## config.mk

```make
export PLATFORM = sky130hd
export DESIGN_NAME = irq_vector_ctrl
export DESIGN_NICKNAME = d
export VERILOG_FILES = /design/src/rtl/ivc_pkg.sv /design/src/rtl/ivc_arbiter.sv /design/src/rtl/ivc_level_stack.sv /design/src/rtl/ivc_vector_seq.sv /design/src/rtl/irq_vector_ctrl.sv
export SDC_FILE = /design/constraint.sdc
export NUM_CORES = 1
export LEC_CHECK = 0
export BUFFER_PORTS_ARGS = -buffer_cell sky130_fd_sc_hd__buf_4
export CORE_ASPECT_RATIO = 0.9
export CORE_UTILIZATION = 48
export CTS_BUF_LIST = sky130_fd_sc_hd__clkbuf_16
export DETAILED_ROUTE_END_ITERATION = 6
export GPL_ROUTABILITY_DRIVEN = 1
export PLACE_DENSITY = 0.86
export SLEW_MARGIN = 20
export SYNTH_ARGS = -nofsm -noshare
export SYNTH_HDL_FRONTEND = slang
export SYNTH_SLANG_ARGS = --single-unit
```

## constraint.sdc

```tcl
create_clock -name clk -period 1.6 [get_ports clk]
set_input_delay 0.08 -clock clk [delete_from_list [all_inputs] [get_ports clk]]
set_output_delay 0.08 -clock clk [all_outputs]
set_load 0.02 [all_outputs]
```

## src/rtl/ivc_pkg.sv

```systemverilog
package ivc_pkg;

   typedef enum logic {ST_IDLE, ST_VEC} ivc_state_e;

   // priority level of a source; index nsrc is the non-maskable line
   function automatic int unsigned lvl_of_src(input int unsigned idx, input int unsigned nsrc);
      return (idx == nsrc) ? nsrc + 1 : nsrc - idx;
   endfunction

   // inverse mapping, valid for levels 1..nsrc+1
   function automatic int unsigned src_of_lvl(input int unsigned lvl, input int unsigned nsrc);
      return (lvl == nsrc + 1) ? nsrc : nsrc - lvl;
   endfunction

endpackage

```

## src/rtl/ivc_arbiter.sv

```systemverilog
module ivc_arbiter
   import ivc_pkg::*;
#(
   parameter int NSRC = 8,
   parameter int LW   = 4,
   parameter int IW   = 4
) (
   input  logic [NSRC:0]  pend_i,
   input  logic [LW-1:0]  cur_level_i,
   output logic           win_valid_o,
   output logic [IW-1:0]  win_idx_o
);

   logic [NSRC:0] elig;

   if ((1 << LW) < NSRC + 2) begin : g_bad_lw
      $error("LW too narrow for NSRC+2 levels");
   end
   if ((1 << IW) < NSRC + 1) begin : g_bad_iw
      $error("IW too narrow for NSRC+1 sources");
   end

   // a maskable source is eligible only above the serviced level
   for (genvar g = 0; g < NSRC; g++) begin : g_elig
      localparam int unsigned LV = lvl_of_src(g, NSRC);
      assign elig[g] = pend_i[g] && (LW'(LV) > cur_level_i);
   end
   assign elig[NSRC] = pend_i[NSRC];

   always_comb begin
      win_valid_o = |elig;
      win_idx_o   = '0;
      for (int i = NSRC - 1; i >= 0; i--) begin
         if (elig[i]) win_idx_o = IW'(i);
      end
      if (elig[NSRC]) win_idx_o = IW'(NSRC);
   end

endmodule

```

## src/rtl/ivc_level_stack.sv

```systemverilog
module ivc_level_stack #(
   parameter int DEPTH = 4,
   parameter int LW    = 4,
   localparam int DW   = $clog2(DEPTH + 1)
) (
   input  logic          clk,
   input  logic          rst_n,
   input  logic          push_i,
   input  logic          pop_i,
   input  logic [LW-1:0] push_val_i,
   output logic [LW-1:0] top_o,
   output logic          ovf_o
);

   logic [DEPTH-1:0][LW-1:0] ent_q;
   logic [DW-1:0]            cnt_q;
   logic                     ovf_q;

   if (DEPTH < 2) begin : g_bad_depth
      $error("DEPTH must be at least 2");
   end

   always_ff @(posedge clk) begin
      if (!rst_n) begin
         ent_q <= '0;
         cnt_q <= '0;
         ovf_q <= 1'b0;
      end else if (push_i) begin
         ent_q <= {ent_q[DEPTH-2:0], push_val_i};
         if (cnt_q == DW'(DEPTH)) ovf_q <= 1'b1;
         else                     cnt_q <= cnt_q + 1'b1;
      end else if (pop_i) begin
         ent_q <= {LW'(0), ent_q[DEPTH-1:1]};
         if (cnt_q != '0) cnt_q <= cnt_q - 1'b1;
      end
   end

   assign top_o = ent_q[0];
   assign ovf_o = ovf_q;


   ovf_sticky_chk: assert property (@(posedge clk) disable iff (!rst_n)
      ovf_q |=> ovf_q);

endmodule

```

## src/rtl/ivc_vector_seq.sv

```systemverilog
module ivc_vector_seq
   import ivc_pkg::*;
#(
   parameter int NSRC = 8,
   parameter int IW   = 4,
   parameter int TW   = 8
) (
   input  logic          clk,
   input  logic          rst_n,
   input  logic          offer_i,
   input  logic          cpu_ack_i,
   input  logic [IW-1:0] win_idx_i,
   input  logic          vec_valid_i,
   input  logic [TW-1:0] tmo_cfg_i,
   output logic          busy_o,
   output logic          take_o,
   output logic          expire_o,
   output logic [IW-1:0] sel_o,
   output logic [NSRC:0] grant_o
);

   ivc_state_e    state_q;
   logic [TW-1:0] cnt_q;
   logic [IW-1:0] sel_q;

   always_ff @(posedge clk) begin
      if (!rst_n) begin
         state_q <= ST_IDLE;
         cnt_q   <= '0;
         sel_q   <= '0;
      end else begin
         case (state_q)
            ST_IDLE: if (offer_i && cpu_ack_i) begin
               state_q <= ST_VEC;
               sel_q   <= win_idx_i;
               cnt_q   <= tmo_cfg_i;
            end
            ST_VEC: begin
               if (vec_valid_i || cnt_q == '0) state_q <= ST_IDLE;
               else                            cnt_q   <= cnt_q - 1'b1;
            end
            default: state_q <= ST_IDLE;
         endcase
      end
   end

   assign busy_o   = (state_q == ST_VEC);
   assign take_o   = busy_o && vec_valid_i;
   assign expire_o = busy_o && !vec_valid_i && (cnt_q == '0);
   assign sel_o    = sel_q;

   for (genvar g = 0; g <= NSRC; g++) begin : g_grant
      assign grant_o[g] = busy_o && (sel_q == IW'(g));
   end


   grant_onehot_chk: assert property (@(posedge clk) disable iff (!rst_n)
      $onehot0(grant_o));


   ack_ignored_chk: assert property (@(posedge clk) disable iff (!rst_n)
      (state_q == ST_IDLE && cpu_ack_i && !offer_i) |=> (state_q == ST_IDLE));

endmodule

```

## src/rtl/irq_vector_ctrl.sv

```systemverilog
module irq_vector_ctrl
   import ivc_pkg::*;
#(
   parameter int          NSRC   = 8,
   parameter int          DEPTH  = 4,
   parameter int          VW     = 6,
   parameter int          AW     = 16,
   parameter int          VSHIFT = 2,
   parameter int          TW     = 8,
   parameter logic [31:0] BASE   = 32'h0000_0200,
   localparam int         LW     = $clog2(NSRC + 2),
   localparam int         IW     = $clog2(NSRC + 1)
) (
   input  logic            clk,
   input  logic            rst_n,
   input  logic [NSRC-1:0] irq_i,
   input  logic [NSRC-1:0] sw_set_i,
   input  logic            nmi_i,
   input  logic [TW-1:0]   tmo_cfg_i,
   output logic            cpu_req_o,
   input  logic            cpu_ack_i,
   output logic [NSRC:0]   grant_o,
   input  logic            vec_valid_i,
   input  logic [VW-1:0]   vec_i,
   output logic            handler_valid_o,
   output logic [AW-1:0]   handler_addr_o,
   output logic            bus_err_o,
   input  logic            rti_i,
   output logic [LW-1:0]   cur_level_o,
   output logic [NSRC:0]   inserv_o,
   output logic            overflow_o
);

   localparam logic [LW-1:0] NMI_LVL = LW'(NSRC + 1);

   if (VW + VSHIFT > AW) begin : g_bad_aw
      $error("vector does not fit the handler address");
   end

   logic [NSRC:0]   pend_q, clr;
   logic            req_q, win_valid;
   logic [IW-1:0]   win_idx, win_q, sel;
   logic            busy, take, expire;
   logic            hv_q, berr_q;
   logic [AW-1:0]   addr_q;
   logic [LW-1:0]   cur_q, stk_top;
   logic [NSRC:0]   inserv_q;
   logic            pop;

   ivc_arbiter #(.NSRC(NSRC), .LW(LW), .IW(IW)) u_arb (
      .pend_i      (pend_q),
      .cur_level_i (cur_q),
      .win_valid_o (win_valid),
      .win_idx_o   (win_idx)
   );

   ivc_vector_seq #(.NSRC(NSRC), .IW(IW), .TW(TW)) u_seq (
      .clk         (clk),
      .rst_n       (rst_n),
      .offer_i     (req_q),
      .cpu_ack_i   (cpu_ack_i),
      .win_idx_i   (win_q),
      .vec_valid_i (vec_valid_i),
      .tmo_cfg_i   (tmo_cfg_i),
      .busy_o      (busy),
      .take_o      (take),
      .expire_o    (expire),
      .sel_o       (sel),
      .grant_o     (grant_o)
   );

   assign pop = rti_i && !busy;

   ivc_level_stack #(.DEPTH(DEPTH), .LW(LW)) u_stk (
      .clk        (clk),
      .rst_n      (rst_n),
      .push_i     (take),
      .pop_i      (pop),
      .push_val_i (cur_q),
      .top_o      (stk_top),
      .ovf_o      (overflow_o)
   );

   // a finished handshake, by vector or by timeout, retires the granted source
   assign clr = {(NSRC + 1){take | expire}} & grant_o;

   always_ff @(posedge clk) begin
      if (!rst_n) begin
         pend_q <= '0;
         req_q  <= 1'b0;
         win_q  <= '0;
         hv_q   <= 1'b0;
         berr_q <= 1'b0;
         addr_q <= '0;
      end else begin
         pend_q <= (pend_q & ~clr) | {nmi_i, irq_i | sw_set_i};
         req_q  <= !busy && !(cpu_ack_i && req_q) && win_valid;
         win_q  <= win_idx;
         hv_q   <= take;
         berr_q <= expire;
         if (take) addr_q <= BASE[AW-1:0] + (AW'(vec_i) << VSHIFT);
      end
   end

   always_ff @(posedge clk) begin
      if (!rst_n) begin
         cur_q    <= '0;
         inserv_q <= '0;
      end else if (take) begin
         cur_q                <= LW'(lvl_of_src(32'(sel), NSRC));
         inserv_q[sel]        <= 1'b1;
      end else if (pop) begin
         cur_q <= stk_top;
         if (cur_q != '0) inserv_q[IW'(src_of_lvl(32'(cur_q), NSRC))] <= 1'b0;
      end
   end

   assign cpu_req_o       = req_q;
   assign handler_valid_o = hv_q;
   assign handler_addr_o  = addr_q;
   assign bus_err_o       = berr_q;
   assign cur_level_o     = cur_q;
   assign inserv_o        = inserv_q;


   entry_raises_chk: assert property (@(posedge clk) disable iff (!rst_n)
      handler_valid_o |-> (cur_level_o > $past(cur_level_o)) || (cur_level_o == NMI_LVL));


   berr_keeps_level_chk: assert property (@(posedge clk) disable iff (!rst_n)
      bus_err_o |-> (cur_level_o == $past(cur_level_o)));


   no_offer_in_grant_chk: assert property (@(posedge clk) disable iff (!rst_n)
      (|grant_o) |-> !cpu_req_o);


   handler_pulse_chk: assert property (@(posedge clk) disable iff (!rst_n)
      handler_valid_o |=> !handler_valid_o);

endmodule

```

# --- Word-level counts from Yosys, hierarchy flattened ---
# Index checks and enable logic that the tools add are counted.
word_totals:
  ram_bits: 0
  word_cells: 140
  regBits: 78
  in_bits: 36
  mem_bits_ro: 0
  mem_count: 0
  output_inout_bits: 42
  latchBits: 0
op_classes:
  n_eq_ne: 13
  reduce_logical: 46
  n_div: 0
  n_mul: 0
  n_mux: 32
  add_sub_neg: 6
  bitwise: 11
  shifts: 0
  n_lt_le_gt_ge: 12
ops:
  columns: ["cell", "count"]
  rows:
  - ["3-bit 2-to-1 mux", 12]
  - ["16-bit 2-to-1 mux", 2]
  - ["9-bit AND", 3]
  - ["9-bit 2-to-1 mux", 3]
  - ["1-bit logical AND", 26]
  - ["4-bit 2-to-1 mux", 5]
  - ["9-bit inverter", 2]
  - ["9-bit bitwise OR", 2]
  - ["4-bit by 3-bit equality test with 1-bit output, second input constant", 4]
  - ["3-bit by 4-bit > comparator with 1-bit output, first input constant", 4]
  - ["8-bit 2-to-1 mux", 2]
  - ["8-bit case mux with 2 select lines", 1]
  - ["10-bit by 8-bit adder with 11-bit output, first input constant", 1]
  - ["4-bit by 5-bit < comparator with 1-bit output, second input constant", 2]
  - ["9-bit OR reduction", 1]
  - ["1-bit demux with 4-bit select", 2]
  - ["4-bit by 2-bit equality test with 1-bit output, second input constant", 2]
  - ["4-bit equality test, second input constant", 2]
  - ["4-bit by 1-bit >= comparator with 1-bit output, second input constant", 2]
  - ["2-bit by 4-bit > comparator with 1-bit output, first input constant", 2]
  - ["8-bit zero test", 1]
  - ["8-bit bitwise OR", 1]
  - ["2-bit AND reduction", 4]
  - ["4-bit subtractor, first input constant", 2]
  - ["other kinds (22)", 32]

# --- Logic depth before layout (Yosys ltp) ---
logic_depth:
  word_depth: 11
  ltp_mapped: 7
  ltp_nobuf: 6

# --- By module ---
# A second synthesis with hierarchy kept.
unflattened:
  hier_cells: 415
  area_unflattened_um2: 3684.8
modules_own_cells:
  columns: ["module", "seq_area_each_um2", "area_per_inst_um2", "cells_per_inst", "instances"]
  rows:
  - ["irq_vector_ctrl", 720.7, 1701.6, 183, 1]
  - ["ivc_level_stack", 400.4, 962.2, 98, 1]
  - ["ivc_vector_seq", 260.2, 840.8, 105, 1]
  - ["ivc_arbiter", 0.0, 180.2, 29, 1]

# --- Worst setup path after synthesis ---
# Ideal clock, no wire load.
synth_path:
  path_kind: "register to register"
  startpoint: "reg u_seq.state_q (netlist: u_seq.busy_o)"
  endpoint: "reg u_stk.cnt_q[2]"
  setup_time_ps: 118
  path_buffers: 1
  path_stages_with_launch: 8
  arrival_ps: 1556
  period_less_slack_ps: 1674
  slack_ps: -74
  path_cell_list: "dfxtp_1 -> and2_1 -> inv_2 -> clkbuf_1 -> fa_1 -> xnor2_1 -> nand2_1 -> mux2i_1"
synth_between:
  elab_chain_len: 4
synth_rtl:
  columns: ["item", "line", "text"]
  rows:
  - ["start: declaration", "ivc_vector_seq.sv:22", "ivc_state_e state_q;"]
  - ["start signal: assignment", "ivc_vector_seq.sv:28", "state_q <= ST_IDLE;"]
  - ["start signal: assignment", "ivc_vector_seq.sv:34", "state_q <= ST_VEC;"]
  - ["start signal: assignment", "ivc_vector_seq.sv:39", "if (vec_valid_i || cnt_q == '0) state_q <= ST_IDLE;"]
  - ["1-bit zero test", "irq_vector_ctrl.sv:72", "assign pop = rti_i && !busy;"]
  - ["1-bit logical AND", "irq_vector_ctrl.sv:72", null]
  - ["2-bit nonzero test (no line)", null, null]
  - ["3-bit AND reduction (no line)", null, null]
  - ["end signal: assignment", "ivc_level_stack.sv:31", "else cnt_q <= cnt_q + 1'b1;"]
  - ["end signal: assignment", "ivc_level_stack.sv:34", "if (cnt_q != '0) cnt_q <= cnt_q - 1'b1;"]
  - ["end: declaration", "ivc_level_stack.sv:16", "logic [DW-1:0] cnt_q;"]
# Parallel ways exist; a longest one is shown, timed or not.
# A chain may end at the register's enable or synchronous reset.

# --- Worst setup path after layout ---
layout_path:
  startpoint: "reg u_seq.cnt_q[1]"
  endpoint: "reg u_seq.cnt_q[0]"
layout_between:
  elab_chain_len: 4
layout_rtl:
  columns: ["item", "line", "text"]
  rows:
  - ["start: declaration", "ivc_vector_seq.sv:23", "logic [TW-1:0] cnt_q;"]
  - ["start signal: assignment", "ivc_vector_seq.sv:36", "cnt_q <= tmo_cfg_i;"]
  - ["start signal: assignment", "ivc_vector_seq.sv:40", "else cnt_q <= cnt_q - 1'b1;"]
  - ["8-bit zero test", "ivc_vector_seq.sv:39", null]
  - ["1-bit logical OR", "ivc_vector_seq.sv:39", null]
  - ["2-bit inequality test (no line)", null, null]
  - ["2-bit AND reduction (no line)", null, null]
# No other way between the ends.

==> run summary <==
The repair_antennas step left the layout with diodes totalling 0. The tool flagged a number of max-cap violations equal to 0. The number of register bits inferred by synthesis is 69, and the total buffers and inverters traversed by the critical path is 2. The clock network fraction of design power is 0.423, and the internal power consumption is 3570 uW. Depth of the most critical reg-to-reg path: 7. The async set-or-reset flop fraction in the synthesized netlist was 0. The HPWL after detailed placement is 6186 um. The die covers 7218 um2. The tools report the launching element type of the critical path as a flip-flop. Entering global routing, the biggest net connects 40 pins. In this design, the stage delay of the slowest critical-path cell is 0.36 ns.

The count of buffers added on input and output ports is 68. The tools report the fraction of the yosys area taken by sequential cells as 0.4182. The synthesized design contains 0 enable-type register cells. The run gives 0 as the max-slew violation count. The logs give 528 for the number of filler instances in the final layout and 0.6113 for the worst relative slew slack.

In this run the worst hold path is classified as input port to flip-flop. The root buffer cell chosen for the clock tree is sky130_fd_sc_hd__clkbuf_16. The floorplan has 28 rows. The synthesized netlist occupies a cell area of 3303 um2. The CTS H-tree depth came out at 3.

In the synthesized netlist the dominant register cell turns out to be sky130_fd_sc_hd__dfxtp_1. For the setup skew after layout, the log shows 0.003561 ns. The fraction of final layout cells sized beyond drive strength 1 is 0.2642.

In this run the horizontal extent of the chip is 89.44 um. In this run the critical register-to-register path is launched from u_seq.cnt_q[1]$_SDFFE_PN0P_. The number of gates on the worst path with buffers counted was 7; the switching power was 1295 uW. Synthesis produced 418 cells. The detailed router's first-iteration violation count came out at 204. The first detailed-routing pass ran for 5 iterations.

The flow ran to the end, and the final reports show no timing, DRC or antenna violations. Clock-pin slew was measured on the worst setup and hold paths at 0.05 ns. The worst path in the final design needs a cycle of 1.550 ns, including I/O delays and setup. The run gives 0.400 as the part of the total power dissipated in sequential elements. The number of warnings printed during yosys synthesis came out at 0. Leaving out filler cells and counting taps, the final layout contains 601. The total of endpoints with negative setup slack in the final report is 0. Relative to the synthesized area, the layout overhead comes to 35.42%. 78 I/O pins were placed.

For this design the static power due to leakage is 0.001914 uW. For the pin with the worst max-slew slack, the measured transition is 0.5810 ns. The worst setup path is of the flip-flop to flip-flop kind. The number of distinct standard cells referenced by the synthesized netlist was 50. For this run, design rule violations remaining after detail routing come to 0.

The via density per instance works out to 5.557. The slowest stage of the critical path belongs to the cell sky130_fd_sc_hd__dfxtp_2. Data arrives at the worst endpoint at 1.80 ns. Worst-path maximum fanout: 4.

The run gives 0.177 as the share of total power in combinational logic. The clock latency reported for the late side of the worst-skew pair is 0.33 ns. The maximum frequency from static timing analysis was 0.6453 GHz. The signal on the critical path passes through inv_2, ha_4, nor4b_4, buf_4, a32oi_2, o21ai_1, a21oi_1. The family with the most delay on the worst path was compound AO/OA/AOI/OAI gates.

Ratio of final minimum period to clock period: 0.9686. The number of antenna violations at the first check in global routing is 0. STA classifies the critical path endpoint as a flip-flop. The endpoint required time on the critical path is 1.85 ns, and the final net count is 549.

Dividing the detail-routed wire length by the instance count gives 15.43 um. The endpoint of the worst setup timing path was u_seq.cnt_q[0]$_SDFFE_PN0P_. TritonCTS built the clock tree. The longest clock path from root to sink contains 2 buffers. In this run, placement finished with an instance count of 574. The count of nets left with antenna violations once routing finished came out at 0.

Detailed routing inserted a total of 3,340 vias. The via count of the first global-routing pass came out at 3,270. In this run the worst setup path begins at u_seq.cnt_q[1]$_SDFFE_PN0P_.

The die height is 80.70 um. The slack of the worst reg-to-reg path was 0.05 ns. The logs give 0 for the number of endpoints with negative hold slack in the final report and 0.9716 for the last weighted congestion value of the routability-driven placer.

The total overflow left after global routing is 0. The run gives 69 as the sink count of the clock tree. The total area inside the core boundary comes to 6621 um2.

The switching power as a share of total power is 0.2661. Setup repair after global routing could not meet its margin everywhere. The tools report the number of buffers added by the clock tree synthesis step as 9. A synthesized cell averages 7.902 um2.

The endpoint of the worst-slack reg-to-reg timing path was u_seq.cnt_q[0]$_SDFFE_PN0P_. The worst-case vdd ir drop was 0.7417 mV; the power per cell area was 1088 nW/um2. The run gives 0.4989 as the initial core utilization. The first global-routing pass estimated 14,800 um of wire. The logs give 0 ns for the total negative setup slack and 9276 um for the overall routed net length.

The run gives 0.2705 as the total track usage.
worst min-delay path by stage:
stage	from	to	slack (ns)	cells past startpoint
after floorplan	nmi_i	pend_q[8]$_SDFF_PN0_	0.21	2
after detailed placement	irq_i[2]	pend_q[2]$_SDFF_PN0_	0.33	3
final	sw_set_i[5]	pend_q[5]$_SDFF_PN0_	0.005	3
after global placement	irq_i[5]	pend_q[5]$_SDFF_PN0_	0.32	3
after global routing	sw_set_i[5]	pend_q[5]$_SDFF_PN0_	0.009	3
after CTS	irq_i[1]	pend_q[1]$_SDFF_PN0_	0.0001	3
layout make-up:
class / instances / area [um2] / area share
multi-input combinational: 303 / 1765 / 0.3947
sequential: 69 / 1393 / 0.3113
timing repair buffer: 102 / 814.5 / 0.1821
clock buffer: 9 / 225.2 / 0.05035
tap: 90 / 112.6 / 0.02517
clock inverter: 7 / 81.33 / 0.01818
inverter: 21 / 81.33 / 0.01818
worst reg2reg max path, stage by stage, from the launching register on:
cell and delay, ns:
sky130_fd_sc_hd__dfxtp_2 0.36, sky130_fd_sc_hd__inv_2 0.06, sky130_fd_sc_hd__ha_4 0.15, sky130_fd_sc_hd__nor4b_4 0.14, sky130_fd_sc_hd__buf_4 0.15, sky130_fd_sc_hd__a32oi_2 0.28
sky130_fd_sc_hd__o21ai_1 0.15, sky130_fd_sc_hd__a21oi_1 0.18
timing repair:
action,CTS,global route
buffers inserted,2,1
endpoints found under the setup margin,16,25
gates resized for setup,10,22
hold buffers,8,0
pin swaps,0,7
endpoints found under the hold margin,5,0
synthesized netlist by cell type (all sizes together) (2+ instances only):
cell | number | area share
nand2 | 75 | 0.085
dfxtp | 69 | 0.42
a21oi | 45 | 0.068
nor2 | 43 | 0.049
buf | 21 | 0.039
inv | 21 | 0.024
o21ai | 19 | 0.029
a311oi | 14 | 0.037
clkbuf | 12 | 0.014
nand2b | 10 | 0.019
nor2b | 9 | 0.017
nor3 | 9 | 0.015
ha | 6 | 0.023
a22oi | 5 | 0.011
o211ai | 5 | 0.011
nand3 | 4 | 0.0061
nor3b | 4 | 0.011
nor4 | 4 | 0.0095
a211oi | 3 | 0.0068
a21boi | 3 | 0.0068
a31oi | 3 | 0.0057
a32oi | 3 | 0.0080
and2 | 3 | 0.0057
and3b | 3 | 0.0080
mux2i | 3 | 0.0091
xnor2 | 3 | 0.0080
nand3b | 2 | 0.0083
o21a | 2 | 0.0045
o22ai | 2 | 0.0038
layout by cell type, fill, tap and decap left out, types with 4 or more instances in the layout:
cell type and count:
sky130_fd_sc_hd__o211ai_1 5, sky130_fd_sc_hd__inv_1 18, sky130_fd_sc_hd__nand2b_1 10, sky130_fd_sc_hd__a311oi_1 14, sky130_fd_sc_hd__nor2b_1 8, sky130_fd_sc_hd__nor3_1 8, sky130_fd_sc_hd__ha_1 4, sky130_fd_sc_hd__dfxtp_1 64
sky130_fd_sc_hd__a22oi_1 5, sky130_fd_sc_hd__nand2_1 75, sky130_fd_sc_hd__clkbuf_16 9, sky130_fd_sc_hd__o21ai_1 9, sky130_fd_sc_hd__o21ai_0 10, sky130_fd_sc_hd__buf_4 91, sky130_fd_sc_hd__dlygate4sd3_1 8, sky130_fd_sc_hd__a21oi_1 43
sky130_fd_sc_hd__nor2_1 43, sky130_fd_sc_hd__conb_1 9
power groups by stage:
| stage | Sequential (uW) | Combinational, uW | Clock [uW] |
|---|---|---|---|
| final | 1940 | 862 | 2060 |
| after global placement | 1960 | 742 | 0 |
| after CTS | 1940 | 825 | 2070 |
| after floorplan | 1960 | 504 | 0 |
| after detailed placement | 1970 | 785 | 0 |
| after global routing | 1960 | 940 | 2140 |
registers in the layout, summed over array words and instances, names as in the netlist:
register and flops:
bus_err_o 1, cpu_req_o 1, cur_level_o 4, handler_addr_o 7, handler_valid_o 1, inserv_o 9, pend_q 9, u_seq.busy_o 1
u_seq.cnt_q 8, u_seq.sel_o 4, u_stk.cnt_q 3, u_stk.ent_q 12, u_stk.ovf_o 1, u_stk.top_o 4, win_q 4
routing by layer:
metal | vias to the layer above | routed length, um | track usage
met5 | - | 0 | 0
met4 | 0 | 150 | 0.09206
met3 | 23 | 830 | 0.08839
met2 | 171 | 4607 | 0.4634
met1 | 1544 | 3687 | 0.3166
li1 | 1602 | - | -
cell families (layout without fill, tap and decap cells):
logic type	Yosys count	after routing	share of synthesized area
buffers and inverters	54	139	0.07613
DFF	69	69	0.4182
adders and majority gates	7	7	0.02879
xor gates and xnor gates	3	3	0.007956
other	1	9	0.001135
muxes	4	4	0.01250
AOI/OAI and AO/OA	110	110	0.2087
and+or+nand+nor	170	170	0.2466
metrics by stage:
step,hold WS (ns),instance area (um2),util,setup slack (ns),power [uW]
6_report,0.004717,4473,0.6755,0.05021,4865
3_3_place_gp,0.3176,3984,0.6017,0.08937,2706
3_5_place_dp,0.3258,3984,0.6017,-0.06038,2757
2_1_floorplan,0.2095,3346,-,0.01996,2462
5_1_grt,0.008597,4473,0.6755,-0.02085,5042
4_1_cts,0.0001201,4409,0.6659,0.002119,4833
Power figures use the tool's default switching activity.
